### src/rtl/mpe_pkg.sv
package mpe_pkg;
  localparam int PKT_LEN = 5;

  typedef struct packed {
    logic       capture;   // load the working report
    logic       fromHold;  // capture source is the hold slot
    logic       stash;     // copy the incoming report into the hold slot
    logic       push;      // write the selected byte into the queue
    logic [2:0] sel;       // byte position inside the packet
  } mpeStrobes_t;
endpackage

### src/rtl/mpe_ctrl.sv
module mpe_ctrl
  import mpe_pkg::*;
(
  input  logic        clk,
  input  logic        rstN,
  input  logic        evtValid,
  input  logic        room,
  output mpeStrobes_t strb
);
  localparam logic [2:0] LAST_IDX = 3'(PKT_LEN - 1);

  logic       busy;
  logic       holdValid;
  logic [2:0] idx;

  always_comb begin
    strb      = '0;
    strb.sel  = idx;
    strb.push = busy;
    if (busy) begin
      strb.stash = evtValid;
    end else begin
      strb.fromHold = holdValid;
      strb.capture  = (holdValid | evtValid) & room;
      strb.stash    = holdValid & evtValid;
    end
  end

  always_ff @(posedge clk) begin
    if (!rstN) begin
      busy      <= 1'b0;
      holdValid <= 1'b0;
      idx       <= '0;
    end else if (busy) begin
      holdValid <= holdValid | evtValid;
      if (idx == LAST_IDX) begin
        busy <= 1'b0;
        idx  <= '0;
      end else begin
        idx <= idx + 3'd1;
      end
    end else begin
      holdValid <= holdValid & evtValid;
      busy      <= strb.capture;
      idx       <= '0;
    end
  end
endmodule

### src/rtl/mpe_fifo.sv
module mpe_fifo
  import mpe_pkg::*;
#(
  parameter int DEPTH = 16
) (
  input  logic       clk,
  input  logic       rstN,
  input  logic       push,
  input  logic [7:0] pushByte,
  input  logic       rdEn,
  output logic       room,
  output logic [7:0] rdData,
  output logic       rxAvail
);
  localparam int PTR_W = (DEPTH > 1) ? $clog2(DEPTH) : 1;
  localparam int CNT_W = $clog2(DEPTH + 1);
  localparam logic [PTR_W-1:0] PTR_LAST = PTR_W'(DEPTH - 1);

  logic [7:0]       mem [DEPTH];
  logic [PTR_W-1:0] wrPtr, rdPtr;
  logic [CNT_W-1:0] count;
  logic             doPush, doPop;

  assign doPush  = push & (count != CNT_W'(DEPTH));
  assign doPop   = rdEn & (count != '0);
  assign room    = (CNT_W'(DEPTH) - count) >= CNT_W'(PKT_LEN);
  assign rxAvail = count != '0;
  assign rdData  = (count != '0) ? mem[rdPtr] : 8'h00;

  always_ff @(posedge clk) begin
    if (doPush) mem[wrPtr] <= pushByte;
  end

  always_ff @(posedge clk) begin
    if (!rstN) begin
      wrPtr <= '0;
      rdPtr <= '0;
      count <= '0;
    end else begin
      if (doPush) wrPtr <= (wrPtr == PTR_LAST) ? '0 : wrPtr + 1'b1;
      if (doPop)  rdPtr <= (rdPtr == PTR_LAST) ? '0 : rdPtr + 1'b1;
      case ({doPush, doPop})
        2'b10:   count <= count + 1'b1;
        2'b01:   count <= count - 1'b1;
        default: count <= count;
      endcase
    end
  end
endmodule

### src/rtl/mpe_datapath.sv
module mpe_datapath
  import mpe_pkg::*;
#(
  parameter int DELTA_W = 10,
  parameter int DEPTH   = 16
) (
  input  logic               clk,
  input  logic               rstN,
  input  logic [DELTA_W-1:0] evtDx,
  input  logic [DELTA_W-1:0] evtDy,
  input  logic [2:0]         evtBtn,
  input  mpeStrobes_t        strb,
  input  logic               rdEn,
  output logic               room,
  output logic [7:0]         rdData,
  output logic               rxAvail
);
  logic signed [DELTA_W-1:0] curDx, curDy, holdDx, holdDy;
  logic [2:0]                curBtn, holdBtn;
  logic signed [DELTA_W:0]   dxExt, dyNeg;
  logic [7:0]                pushByte;

  function automatic logic [7:0] clamp8(input logic signed [DELTA_W:0] v);
    if (v > 127)       return 8'h7F;
    else if (v < -127) return 8'h81;
    else               return v[7:0];
  endfunction

  always_ff @(posedge clk) begin
    if (!rstN) begin
      curDx   <= '0;
      curDy   <= '0;
      curBtn  <= '0;
      holdDx  <= '0;
      holdDy  <= '0;
      holdBtn <= '0;
    end else begin
      if (strb.capture) begin
        curDx  <= strb.fromHold ? holdDx  : $signed(evtDx);
        curDy  <= strb.fromHold ? holdDy  : $signed(evtDy);
        curBtn <= strb.fromHold ? holdBtn : evtBtn;
      end
      if (strb.stash) begin
        holdDx  <= $signed(evtDx);
        holdDy  <= $signed(evtDy);
        holdBtn <= evtBtn;
      end
    end
  end

  assign dxExt = {curDx[DELTA_W-1], curDx};
  assign dyNeg = -$signed({curDy[DELTA_W-1], curDy});

  always_comb begin
    case (strb.sel)
      3'd0:    pushByte = {5'b10000, ~curBtn};
      3'd1:    pushByte = clamp8(dxExt);
      3'd2:    pushByte = clamp8(dyNeg);
      default: pushByte = 8'h00;
    endcase
  end

  mpe_fifo #(.DEPTH(DEPTH)) u_fifo (
    .clk      (clk),
    .rstN     (rstN),
    .push     (strb.push),
    .pushByte (pushByte),
    .rdEn     (rdEn),
    .room     (room),
    .rdData   (rdData),
    .rxAvail  (rxAvail)
  );
endmodule

### src/rtl/mouse_packet_queue.sv
module mouse_packet_queue
  import mpe_pkg::*;
#(
  parameter int DELTA_W = 10,
  parameter int DEPTH   = 16
) (
  input  logic               clk,
  input  logic               rstN,
  input  logic               evtValid,
  input  logic [DELTA_W-1:0] evtDx,
  input  logic [DELTA_W-1:0] evtDy,
  input  logic [2:0]         evtBtn,
  input  logic               rdEn,
  output logic [7:0]         rdData,
  output logic               rxAvail
);
  mpeStrobes_t strb;
  logic        room;

  mpe_ctrl u_ctrl (
    .clk      (clk),
    .rstN     (rstN),
    .evtValid (evtValid),
    .room     (room),
    .strb     (strb)
  );

  mpe_datapath #(.DELTA_W(DELTA_W), .DEPTH(DEPTH)) u_dp (
    .clk     (clk),
    .rstN    (rstN),
    .evtDx   (evtDx),
    .evtDy   (evtDy),
    .evtBtn  (evtBtn),
    .strb    (strb),
    .rdEn    (rdEn),
    .room    (room),
    .rdData  (rdData),
    .rxAvail (rxAvail)
  );
endmodule

### config.mk
export PLATFORM = sky130hd
export DESIGN_NAME = mouse_packet_queue
export DESIGN_NICKNAME = d
export VERILOG_FILES = /design/src/rtl/mpe_pkg.sv /design/src/rtl/mpe_ctrl.sv /design/src/rtl/mpe_fifo.sv /design/src/rtl/mpe_datapath.sv /design/src/rtl/mouse_packet_queue.sv
export SDC_FILE = /design/constraint.sdc
export NUM_CORES = 1
export LEC_CHECK = 0
export BUFFER_PORTS_ARGS = -buffer_cell sky130_fd_sc_hd__clkbuf_2
export CELL_PAD_IN_SITES_DETAIL_PLACEMENT = 0
export CELL_PAD_IN_SITES_GLOBAL_PLACEMENT = 1
export CORE_MARGIN = 1
export CORE_UTILIZATION = 40
export DETAILED_ROUTE_END_ITERATION = 7
export MAX_ROUTING_LAYER = met4
export PLACE_DENSITY_LB_ADDON = 0.1
export SYNTH_ARGS = -nofsm -noshare
export SYNTH_HDL_FRONTEND = slang
export SYNTH_HIERARCHICAL = 1
export SYNTH_SLANG_ARGS = --single-unit
### constraint.sdc
create_clock -name clk -period 8.15 [get_ports clk]
set_input_delay 1.2225 -clock clk [delete_from_list [all_inputs] [get_ports clk]]
set_output_delay 1.2225 -clock clk [all_outputs]
set_load 0.005 [all_outputs]
# Word-level counts from Yosys, hierarchy flattened
# Memory sizes are Yosys's and may differ from the RTL's. A register that Yosys moved wholly into a read port is not among the register bits.
# Index checks and enable logic that the tools add are counted.
# word_totals
in_bits,27
reg_bits,64
ram_bits,128
elab_cells,66
rom_bits,0
memories,1
latchBits,0
# op_classes
reduce_logical,4
n_bitwise,8
n_div,0
mux,21
add_sub_neg,7
shifts,0
mul,0
n_eq_ne,8
order_cmp,5
# memory_table
name,depth,width,rd,rd_ports_with_merged_regs,write_ports,line,rtl
u_dp.u_fifo.mem,16,8,1,1,1,mpe_fifo.sv:19,logic [7:0] mem [DEPTH];
# ops
operator,n
8-bit two-way mux,5
8-bit case mux with 3 select lines,1
10-bit two-way mux,2
4-bit two-way mux,4
11-bit by 8-bit greater-than comparator with 1-bit output (second input constant),1
11-bit by 8-bit less-than comparator with 1-bit output (second input constant),1
10-bit negator with 11-bit output,1
10-bit by 8-bit greater-than comparator with 1-bit output (second input constant),1
10-bit by 8-bit less-than comparator with 1-bit output (second input constant),1
5-bit case mux with 2 select lines,1
4-bit by 1-bit adder with 4-bit output (second input constant),2
4-bit == test (second input constant),2
1-bit two-way mux,6
5-bit by 1-bit adder with 5-bit output (second input constant),1
5-bit by 3-bit greater-or-equal comparator with 1-bit output (second input constant),1
5-bit inequality test (second input constant),1
5-bit nonzero test,1
5-bit by 1-bit subtractor with 5-bit output (second input constant),1
5-bit subtractor (first input constant),1
1-bit AND,4
3-bit by 1-bit adder with 3-bit output (second input constant),1
3-bit by 1-bit == test with 1-bit output (second input constant),1
3-bit by 2-bit == test with 1-bit output (second input constant),1
3-bit == test (second input constant),1
other kinds (10),11

# Logic depth before layout (Yosys ltp)
# Gate-level depths: netlist (run 1).
# logic_depth
depth_word,5
mapped_depth,16
depth_no_buf,13

# Hierarchy
# The synthesis (run 1) kept the hierarchy.
# modules_own_cells
mod,area_each_um2,cells_each,instances,seq_area_each_um2
mpe_fifo,5921.9,318,1,4184.0
mpe_datapath,2533.7,274,1,920.9
mpe_ctrl,242.7,27,1,100.1

# Worst setup path after synthesis (run 1)
# OpenSTA, ideal clock, no wires.
# synth_path
path_type,input -> register
startpoint,input rdEn
endpoint,register u_dp.u_fifo.count[4]
path_stages,10
path_buffers,1
t_required_ns,8.032
slack_ns,4.907
t_arrival_ns,3.125
path_cell_list,nand2b_1 clkinv_1 ha_1 clkbuf_1 xor2_1 ha_1 a32oi_1 or4b_1 a21o_1 mux2i_1
# synth_via
elab_chain_len,3
# synth_rtl
element,line,rtl
from (decl),mouse_packet_queue.sv:13,"input logic rdEn,"
1-bit AND (*),mpe_fifo.sv:25,assign doPop = rdEn & (count != '0);
via u_dp.u_fifo.doPop,mpe_fifo.sv:22,"logic doPush, doPop;"
2-bit by 1-bit == test with 1-bit output / 2-bit == test (equally long branches),mpe_fifo.sv:42,"case ({doPush, doPop})"
5-bit case mux with 2 select lines / 2-bit nonzero test (equally long branches),-,
to (signal assigned),mpe_fifo.sv:43,2'b10: count <= count + 1'b1;
to (signal assigned),mpe_fifo.sv:44,2'b01: count <= count - 1'b1;
to (signal assigned),mpe_fifo.sv:45,default: count <= count;
to (decl),mpe_fifo.sv:21,logic [CNT_W-1:0] count;
# The timed path passes the listed nets; every way through them passes the cells marked *.
# A chain may end at the register's enable or synchronous reset.

==> results of run 1 <==
[per-layer routing]
layer / routed length (um) / vias up
li1: - / 2393
met4: 150 / 0
met2: 8970 / 64
met3: 410 / 12
met5: 0 / -
met1: 8320 / 2502
[power by group]
group	internal, mW	switching (mW)	leakage, nW
clock network	0.435	0.404	0.293
registers	1.28	0.145	1.72
logic	0.523	0.664	1.40
[cell usage in the layout (no fill, tap or decap), drive strengths merged, types with 11 or more instances in the layout]
cell type / instances
o21ai: 11
o211a: 23
nand2: 50
ha: 15
edfxtp: 128
nor2: 32
dfxtp: 68
and2: 18
nor2b: 29
clkbuf: 54
inv: 21
mux4: 40
mux2i: 50
[logic make-up (layout without fill, tap and decap cells)]
| group | after synthesis | after routing | synth area share [%] |
|---|---|---|---|
| flops | 196 | 196 | 59.8 |
| simple gates | 175 | 175 | 10.6 |
| mux | 90 | 90 | 16.1 |
| xor+xnor | 13 | 13 | 1.31 |
| compound gates | 77 | 77 | 7.09 |
| fa+ha+maj | 15 | 15 | 2.16 |
| buf+inv | 53 | 92 | 2.86 |
[state kept, by name, summed over array words and instances (netlist names), named ones only]
signal and cells:
u_dp/holdDy 10, u_dp/u_fifo/wrPtr 4, u_ctrl/holdValid 1, u_dp/u_fifo/rdPtr 4
u_dp/u_fifo/mem 128, u_dp/curDy 10, u_ctrl/busy 1, u_dp/holdDx 10
u_dp/holdBtn 3, u_dp/curBtn 3, u_dp/curDx 10, u_ctrl/idx 3
u_dp/u_fifo/count 5
[worst paths after layout]
path                            depth (start not counted)                    to            startpoint  slack, ns
worst max-delay path                                    5             rdData[5]                  flop       4.26
worst min-delay path                                    1        u_dp/curBtn[1]        u_dp/curBtn[1]       0.48
worst max register to register                         13  u_dp/u_fifo/count[4]  u_dp/u_fifo/count[1]       4.44
worst min register to register                          1        u_dp/curBtn[1]        u_dp/curBtn[1]       0.48
[stage by stage]
stage               total power [mW]  cell area (um^2)
finish                          3.45              9730
global route                    3.68              9730
CTS                             3.50              9730
detailed placement              2.65              9130
global placement                2.62              9130
floorplan                       2.33              8700
[final cells by class]
class,instances,area share (%)
multi-input combinational,370,33.6
clock inverter,13,1.38
timing repair buffer,45,2.57
sequential,196,53.5
clock buffer,19,4.77
inverter,15,0.579
tap,275,3.54
==> metrics.yaml, run 1 <==
yosysTopAreaCellShare_pct: 44.2
yosysWarnings: 6
setup_viol: 0
maxSlewHeadroom_pct: 13.4
drive_gt1_share_pct: 19.6
drtIter0Drc: 333
cp_top_family: "multiplexers"
setup_slack_ns: 4.26
holdBufCountCts: 0
fp.dieW_um: 149
min_period_over_period_pct: 47.7
met3_usage_pct: 2.77
top_usage_layer: "met2"
cts_buffers: 17
core-area_um2: 21200
hold_viol: 0
grt_pass1_vias: 5035
fill_cells: 1900
start_util_pct: 41.1
dieArea_um2: 22300
ys_ff_latch: 196
antenna_found_initial: 0
grt_start_max_net_pins: 69
synth-async-reset-ratio_pct: 0
worstMarginPinSlew_ns: 1.30
ir_drop_mv: 0.176
instances_no_fill: 933
power_leakage_nw: 3.41
worst-path-buf-inv: 2
grt_use_total_pct: 17.6
cp-start-kind: "flop"
use_met2_pct: 28.9
synth_top_cell_by_area: "edfxtp_1"
power_density_nw_per_um2: 355
slew_violations: 0
worst_hold_slack_ns: 0.484
crit_slowest_cell: "mux4_2"
fin_setup_tns_ns: 0
dpl.hpwl_mm: 11.4
fin_skew_ns: 0.00967
fin_util_pct: 46.0
cts_tree: "yes"
syn_inst: 619
ant_nets: 0
ys_seq_area_share_pct: 59.8
grt_setup_unrepaired: "no"
yosysMostFrequentCell: "edfxtp_1"
antennaDiodeCount: 0
outcome: "complete, no violations"
dr.pass1.iters: 4
die_h_um: 149
numClockSinks: 196
vias: 4971
drc: 0
path_common_cell: "mux4_2"
ctsResizeCount: 0
synthDistinctLibCells: 61
path_cells: "buf_4 -> mux4_2 -> mux4_2 -> and2_1 -> clkbuf_2"
rows: 53
critPathCaptureType: "output port"
vias_per_cell: 5.33
syn_area_um2: 8700
multi_input_area_um2: 3270
regArea_um2: 5210
crit_fanout: 32
ios: 36
grt_pass1_wl_mm: 28.2
postCtsSetupBuffers: 0
clk_latency_ns: 0.43
globalRouteMet1Util_pct: 22.4
postSynthAreaPerCell_um2: 14.1
cts_buffer_depth: 2
fin_nets: 687
arrival_ns: 2.66
drt-total-wl_mm: 17.8
place_ws_ns: 4.50
cts_root_buf: "clkbuf_16"
synthTopCellsByArea: "edfxtp_1 44%, dfxtp_1 16%, mux4_2 10%"
io_buffers: 35
critPathRequiredTime_ns: 6.93
synth_fp_nets: 661
synth_edf_count: 128
ys.flop_type: "edfxtp_1"
drv_cap: 0
h-tree-depth: 4
grt_overflow: 0
crit_type: "reg -> out"
hold_path.class: "reg -> reg"
timing.fmax_mhz: 257
synthTopCellsByCount: "128 x edfxtp_1, 68 x dfxtp_1, 50 x mux2i_1, 50 x nand2_1, 40 x mux4_2"
clkTransAtPathRegs_ns: 0.08
routabilityCongestion: 0.758
area_growth_syn_to_layout_pct: 11.8
max_stage_delay_ns: 0.58
fin_crit_ns: 3.89
wl_per_cell_um: 19.1
dp.cells: 901
No activity file was read; power rests on OpenSTA's default activity.
==> run 2, diff against run 1 <==
==> constraint.sdc (replaced) <==
create_clock -name clk -period 3.3 [get_ports clk]
set_input_delay 0.495 -clock clk [delete_from_list [all_inputs] [get_ports clk]]
set_output_delay 0.495 -clock clk [all_outputs]
set_load 0.005 [all_outputs]
==> run 2 against run 1 <==
Against the previous run:
- clock skew hardly changed
- wire length is 4.6% lower
- combinational power grew to 2.6 times the previous value
- cell count is 2.0% higher
- total power is 150% higher
- flip-flop and latch count stayed put
- final area is 1.5% higher
- sequential share of layout area is 0.77 points lower
==> metrics.yaml, run 2 (synthesized netlist as in run 1, its figures left out) <==
cts_buffers: 17
fp.dieW_um: 149
cts_root_buf: "clkbuf_16"
timing.fmax_mhz: 325
dr.pass1.iters: 6
vias_per_cell: 5.26
cts_tree: "yes"
hold_path.class: "in -> reg"
io_buffers: 35
grt_start_max_net_pins: 48
combPwrFrac_pct: 35.3
drc: 0
core-area_um2: 21200
worstMarginPinSlew_ns: 1.26
clk_latency_ns: 0.42
final_common_cell: "edfxtp_1"
power_frac_seq_pct: 40.6
grt_use_total_pct: 16.9
antennaDiodeCount: 0
arrival_ns: 3.39
ir_drop_mv: 0.467
crit_type: "reg -> reg"
drive_gt1_share_pct: 21.1
critPathRequiredTime_ns: 3.61
worst_hold_slack_ns: 0.325
p_int_mw: 5.74
ios: 36
grt_pass1_wl_mm: 27.6
largest_reg_flops: 128
fin_nets: 707
outcome: "complete, no violations"
cp-start-kind: "flop"
cts_buffer_depth: 2
regMostFlops: "u_dp/u_fifo/mem"
drv_cap: 0
holdBufCountCts: 0
critPathCaptureType: "flop"
die_h_um: 149
wl_per_cell_um: 17.9
fill_cells: 1901
power_leakage_nw: 3.48
fin_setup_tns_ns: 0
numClockSinks: 196
setup_viol: 0
rows: 53
min_period_over_period_pct: 93.2
power_density_nw_per_um2: 872
grt_pass1_vias: 5133
fin_skew_ns: 0.00953
fin_crit_ns: 3.08
routabilityCongestion: 0.768
grt_overflow: 0
h-tree-depth: 4
pwr-share-clk_pct: 24.1
antenna_found_initial: 0
dieArea_um2: 22300
clkTransAtPathRegs_ns: 0.07
dpl.hpwl_mm: 11.5
vias: 5007
p_sw_share_pct: 33.3
drtIter0Drc: 345
ant_nets: 0
slew_violations: 0
area_growth_syn_to_layout_pct: 13.5
p_sw_mw: 2.87
start_util_pct: 41.1
maxSlewHeadroom_pct: 16.3
crit_fanout: 9
drt-total-wl_mm: 17.0
hold_viol: 0
layout_common_cells: "128 x edfxtp_1, 67 x dfxtp_1, 50 x nand2_1, 50 x mux2i_1, 40 x mux4_2"
## run 2: cell types whose count changed in the layout (fill, tap and decap cells not counted), sizes merged
| cell | delta |
|---|---|
| inv | -6 |
| bufinv | +3 |
| clkinvlp | +2 |
| buf | +20 |
## run 2: what timing repair did
| action | in CTS | in global routing |
|---|---|---|
| setup buffers | 0 | 0 |
| resized for setup | 0 | 2 |
| setup endpoints to repair | 0 | 1 |
## run 2: power by group through the flow
stage	clock [mW]	sequential, mW	combinational [mW]
floorplan	0	3.38	2.38
global placement	0	3.53	3.03
detailed placement	0	3.55	3.07
CTS	2.12	3.50	3.09
global route	2.22	3.55	3.41
finish	2.07	3.50	3.04
## run 2: path summary, 6_finish.rpt
path | start | endpoint | slack (ns) | cells past startpoint
worst min-delay path | evtValid | u_ctrl/holdValid | 0.33 | 3
worst max-delay path | u_dp/u_fifo/count[0] | u_dp/u_fifo/count[4] | 0.22 | 13
worst max register to register | u_dp/u_fifo/count[0] | u_dp/u_fifo/count[4] | 0.22 | 13
worst min register to register | u_dp/u_fifo/count[4] | u_dp/u_fifo/count[4] | 0.49 | 2
## run 2: per-layer routing
| layer | vias to the layer above | track usage [%] | wire length, um |
|---|---|---|---|
| li1 | 2430 | - | - |
| met1 | 2476 | 21.6 | 7940 |
| met2 | 85 | 27.7 | 8410 |
| met3 | 16 | 2.68 | 508 |
| met4 | 0 | 4.74 | 157 |
| met5 | - | - | 0 |
## run 2: final cells by class
| class | instances | area (um^2) | area share [%] |
|---|---|---|---|
| tap | 275 | 344 | 3.49 |
| clock buffer | 19 | 433 | 4.39 |
| multi-input combinational | 370 | 3260 | 33.0 |
| timing repair buffer | 65 | 413 | 4.18 |
| sequential | 196 | 5210 | 52.8 |
| clock inverter | 12 | 156 | 1.58 |
| inverter | 15 | 56.3 | 0.570 |
## run 2: stage by stage
stage / instances / setup WS (ns) / util, % / power [mW] / instance area, um^2
finish: 952 / 0.225 / 46.7 / 8.61 / 9870
global route: 952 / -0.0142 / 46.7 / 9.18 / 9870
CTS: 952 / 0.177 / 46.6 / 8.71 / 9860
detailed placement: 921 / 0.203 / 43.8 / 6.62 / 9270
global placement: 921 / 0.286 / 43.8 / 6.56 / 9270
floorplan: 619 / 0.0929 / - / 5.76 / 8700
## run 2: worst max-delay path, stage by stage, from the launching register on
cell and delay (ns):
dfxtp_1 0.46, inv_1 0.08, ha_1 0.22, nor3b_2 0.17
ha_1 0.21, nand2b_1 0.16, clkinv_1 0.07, ha_2 0.27
xor2_1 0.17, ha_1 0.22, a32oi_1 0.13, or4b_1 0.51
a21o_1 0.20, mux2i_1 0.11
==> run 3, diff against run 2 <==
--- a/config.mk
+++ b/config.mk
@@ -15,5 +15,4 @@
 export PLACE_DENSITY_LB_ADDON = 0.1
 export SYNTH_ARGS = -nofsm -noshare
 export SYNTH_HDL_FRONTEND = slang
-export SYNTH_HIERARCHICAL = 1
 export SYNTH_SLANG_ARGS = --single-unit
==> run 3 against run 2 <==
Against the previous run:
- sequential power fell by 6.3%
- sequential share of layout area rose by 2.0 points
- first-iteration DRC count fell by 7.2%
- wire length barely moved
- flip-flop and latch count did not move
- total power fell by 9.3%
- final area fell by 3.7%
- die area fell by 3.1%
- global-route usage rose by 0.55 points
- register-to-register slack improved by 0.02 ns
- critical endpoint is now u_dp.u_fifo.count[4]
==> metrics.yaml, run 3 <==
cts_buffers: 17
yosysMostFrequentCell: "edfxtp_1"
grt_overflow: 0
start_util_pct: 41.3
drtIter0Drc: 320
max_stage_delay_ns: 0.40
ys_ff_latch: 196
drc: 0
synth_top_cell_by_area: "edfxtp_1"
holdBufCountCts: 0
min_path_cells: 3
yosys.area_share.simple_pct: 10.0
globalRouteMet1Util_pct: 22.0
syn_area_um2: 8430
fill_cells: 1830
vias: 4922
synth_top_family_by_area: "multiplexers"
regMostFlops: "u_dp.u_fifo.mem"
antennaDiodeCount: 0
synth-async-reset-ratio_pct: 0
ys_seq_area_share_pct: 61.7
die_h_um: 147
ys.flop_type: "edfxtp_1"
drt-total-wl_mm: 17.0
fin_setup_tns_ns: 0
crit_fanout: 5
cts_buffer_depth: 2
timing.fmax_mhz: 327
grt_pass1_wl_mm: 27.4
grt_setup_unrepaired: "no"
routabilityCongestion: 0.833
hold_path_end: "u_dp.holdDy[3]"
ir_drop_mv: 0.360
drive_gt1_share_pct: 19.8
postSynthAreaPerCell_um2: 13.6
layout_common_cells: "128 x edfxtp_1, 66 x dfxtp_1, 61 x nand2_1"
rows: 52
fin_skew_ns: 0.00898
ios: 36
power_leakage_nw: 3.34
dr.pass1.iters: 4
fin_nets: 699
grt_pass1_vias: 4933
vias_per_cell: 5.26
numClockSinks: 196
hold_path.class: "in -> reg"
rrSetupSlack_ns: 0.25
fin_crit_ns: 3.05
critPathCaptureType: "flop"
grt_start_max_net_pins: 48
synth_fp_nets: 665
postCtsSetupBuffers: 0
yosysWarnings: 0
use_met2_pct: 28.0
outcome: "complete, no violations"
slew_violations: 0
clk_latency_ns: 0.43
worstMarginPinSlew_ns: 1.04
path_cells: "inv_1 -> ha_1 -> nor3b_2 -> ha_1 -> nor2b_1 -> ha_1 -> inv_1 -> fa_1 -> nor2b_1 -> o21ai_1 -> and3_1 -> or4_1 -> a21oi_1"
path_common_cell: "ha_1"
fp.dieW_um: 147
fin_util_pct: 46.5
syn_inst: 618
ant_nets: 0
antenna_found_initial: 0
synth-xor-area-share_pct: 1.35
met3_usage_pct: 3.45
core-area_um2: 20400
dieArea_um2: 21700
drv_cap: 0
reg2regPathDepth: 13
synthDistinctLibCells: 59
reg2reg_to: "u_dp.u_fifo.count[4]"
synth_edf_count: 128
min_period_over_period_pct: 92.6
regArea_um2: 5210
setup_viol: 0
synthTopCellsByArea: "edfxtp_1 46%, dfxtp_1 16%, mux4_2 11%"
worst_hold_slack_ns: 0.289
grt_use_total_pct: 17.4
crit_type: "reg -> reg"
r2r_start: "u_dp.u_fifo.count[1]"
largest_reg_flops: 128
yosys.area_share.adder_pct: 3.06
min_from: "evtDy[3]"
final_area_um2: 9510
placed_area_um2: 8940
synth-compound-area-share_pct: 7.57
yosysTopAreaCellShare_pct: 45.6
cts_tree: "yes"
critPathRequiredTime_ns: 3.65
h-tree-depth: 4
maxSlewHeadroom_pct: 30.1
hold_viol: 0
arrival_ns: 3.41
cp-start-kind: "flop"
io_buffers: 35
area_growth_syn_to_layout_pct: 12.8
final_common_cell: "edfxtp_1"
multi_input_area_um2: 3050
synth_mux_area_share_pct: 13.9
clkTransAtPathRegs_ns: 0.07
top_usage_layer: "met2"
power_density_nw_per_um2: 821
crit_slowest_cell: "dfxtp_1"
synthTopCellsByCount: "128 x edfxtp_1, 68 x dfxtp_1, 61 x nand2_1"
dpl.hpwl_mm: 11.5
wl_per_cell_um: 18.2
cts_root_buf: "clkbuf_16"
==> run 3: cell types whose count changed after synthesis, moves of 10 or more <==
cell / previous run / this run
nor2b_1: 29 / 7
a211oi_1: 0 / 23
mux2i_1: 50 / 26
clkbuf_1: 18 / 28
o211a_1: 23 / 0
a21oi_1: 5 / 36
nand2_1: 50 / 61
nor2_1: 32 / 49
==> run 3: metrics by stage <==
stage | power [mW] | setup slack [ns] | std cells
2_1_floorplan | 5.12 | 0.262 | 618
3_3_place_gp | 5.88 | 0.249 | 903
3_5_place_dp | 5.93 | 0.168 | 903
4_1_cts | 7.91 | 0.153 | 935
5_1_grt | 8.31 | 0.0237 | 935
6_report | 7.80 | 0.245 | 935
==> run 3: worst max-delay path: cells and delay by family, from the launching register on <==
| family | cells | cell delay, ns |
|---|---|---|
| AOI/OAI and AO/OA | 2 | 0.23 |
| DFF | 1 | 0.40 |
| buffers and inverters | 2 | 0.20 |
| and+or+nand+nor | 5 | 1.09 |
| adders and majority gates | 4 | 1.05 |
==> run 3: per-layer routing <==
layer  wire length (um)  vias up
met5                  0        -
met1               7770     2427
met4                210        0
met2               8490       86
li1                   -     2388
met3                556       21
==> run 3: cells by family after synthesis <==
group | count (synthesis)
DFF | 196
and+or+nand+nor | 176
AOI/OAI and AO/OA | 95
muxes | 67
buffers and inverters | 51
adders and majority gates | 20
xor gates and xnor gates | 13
==> run 3: where the power goes <==
part / internal, mW / switching (mW) / leakage (nW)
Combinational: 1.14 / 1.41 / 1.36
Clock: 1.05 / 0.917 / 0.260
Sequential: 3.05 / 0.235 / 1.71
==> run 3: worst max path at each step <==
stage | start | end | slack [ns] | cells past startpoint
after detailed placement | u_dp.u_fifo.count[0] | u_dp.u_fifo.count[4] | 0.17 | 14
after CTS | u_dp.u_fifo.count[0] | u_dp.u_fifo.count[4] | 0.15 | 14
after floorplan | u_dp.u_fifo.count[0] | u_dp.u_fifo.count[4] | 0.26 | 13
after global placement | u_dp.u_fifo.count[0] | u_dp.u_fifo.count[4] | 0.25 | 14
after global routing | u_dp.u_fifo.count[1] | u_dp.u_fifo.count[4] | 0.02 | 13
final | u_dp.u_fifo.count[1] | u_dp.u_fifo.count[4] | 0.25 | 13
==> run 3: timing repair <==
item,4_1_cts,5_1_grt
endpoints found under the hold margin,0,0
setup endpoints to repair,0,1
gates resized for setup,0,3
==> run 3: final cells by class <==
| class | instances | area share [%] |
|---|---|---|
| flip-flops and latches | 196 | 54.8 |
| multi-input cells | 371 | 32.1 |
| repair buffers | 49 | 3.08 |
| inverters | 17 | 0.671 |
| clock buffers | 19 | 4.55 |
| well taps | 270 | 3.55 |
| clock inverters | 13 | 1.30 |
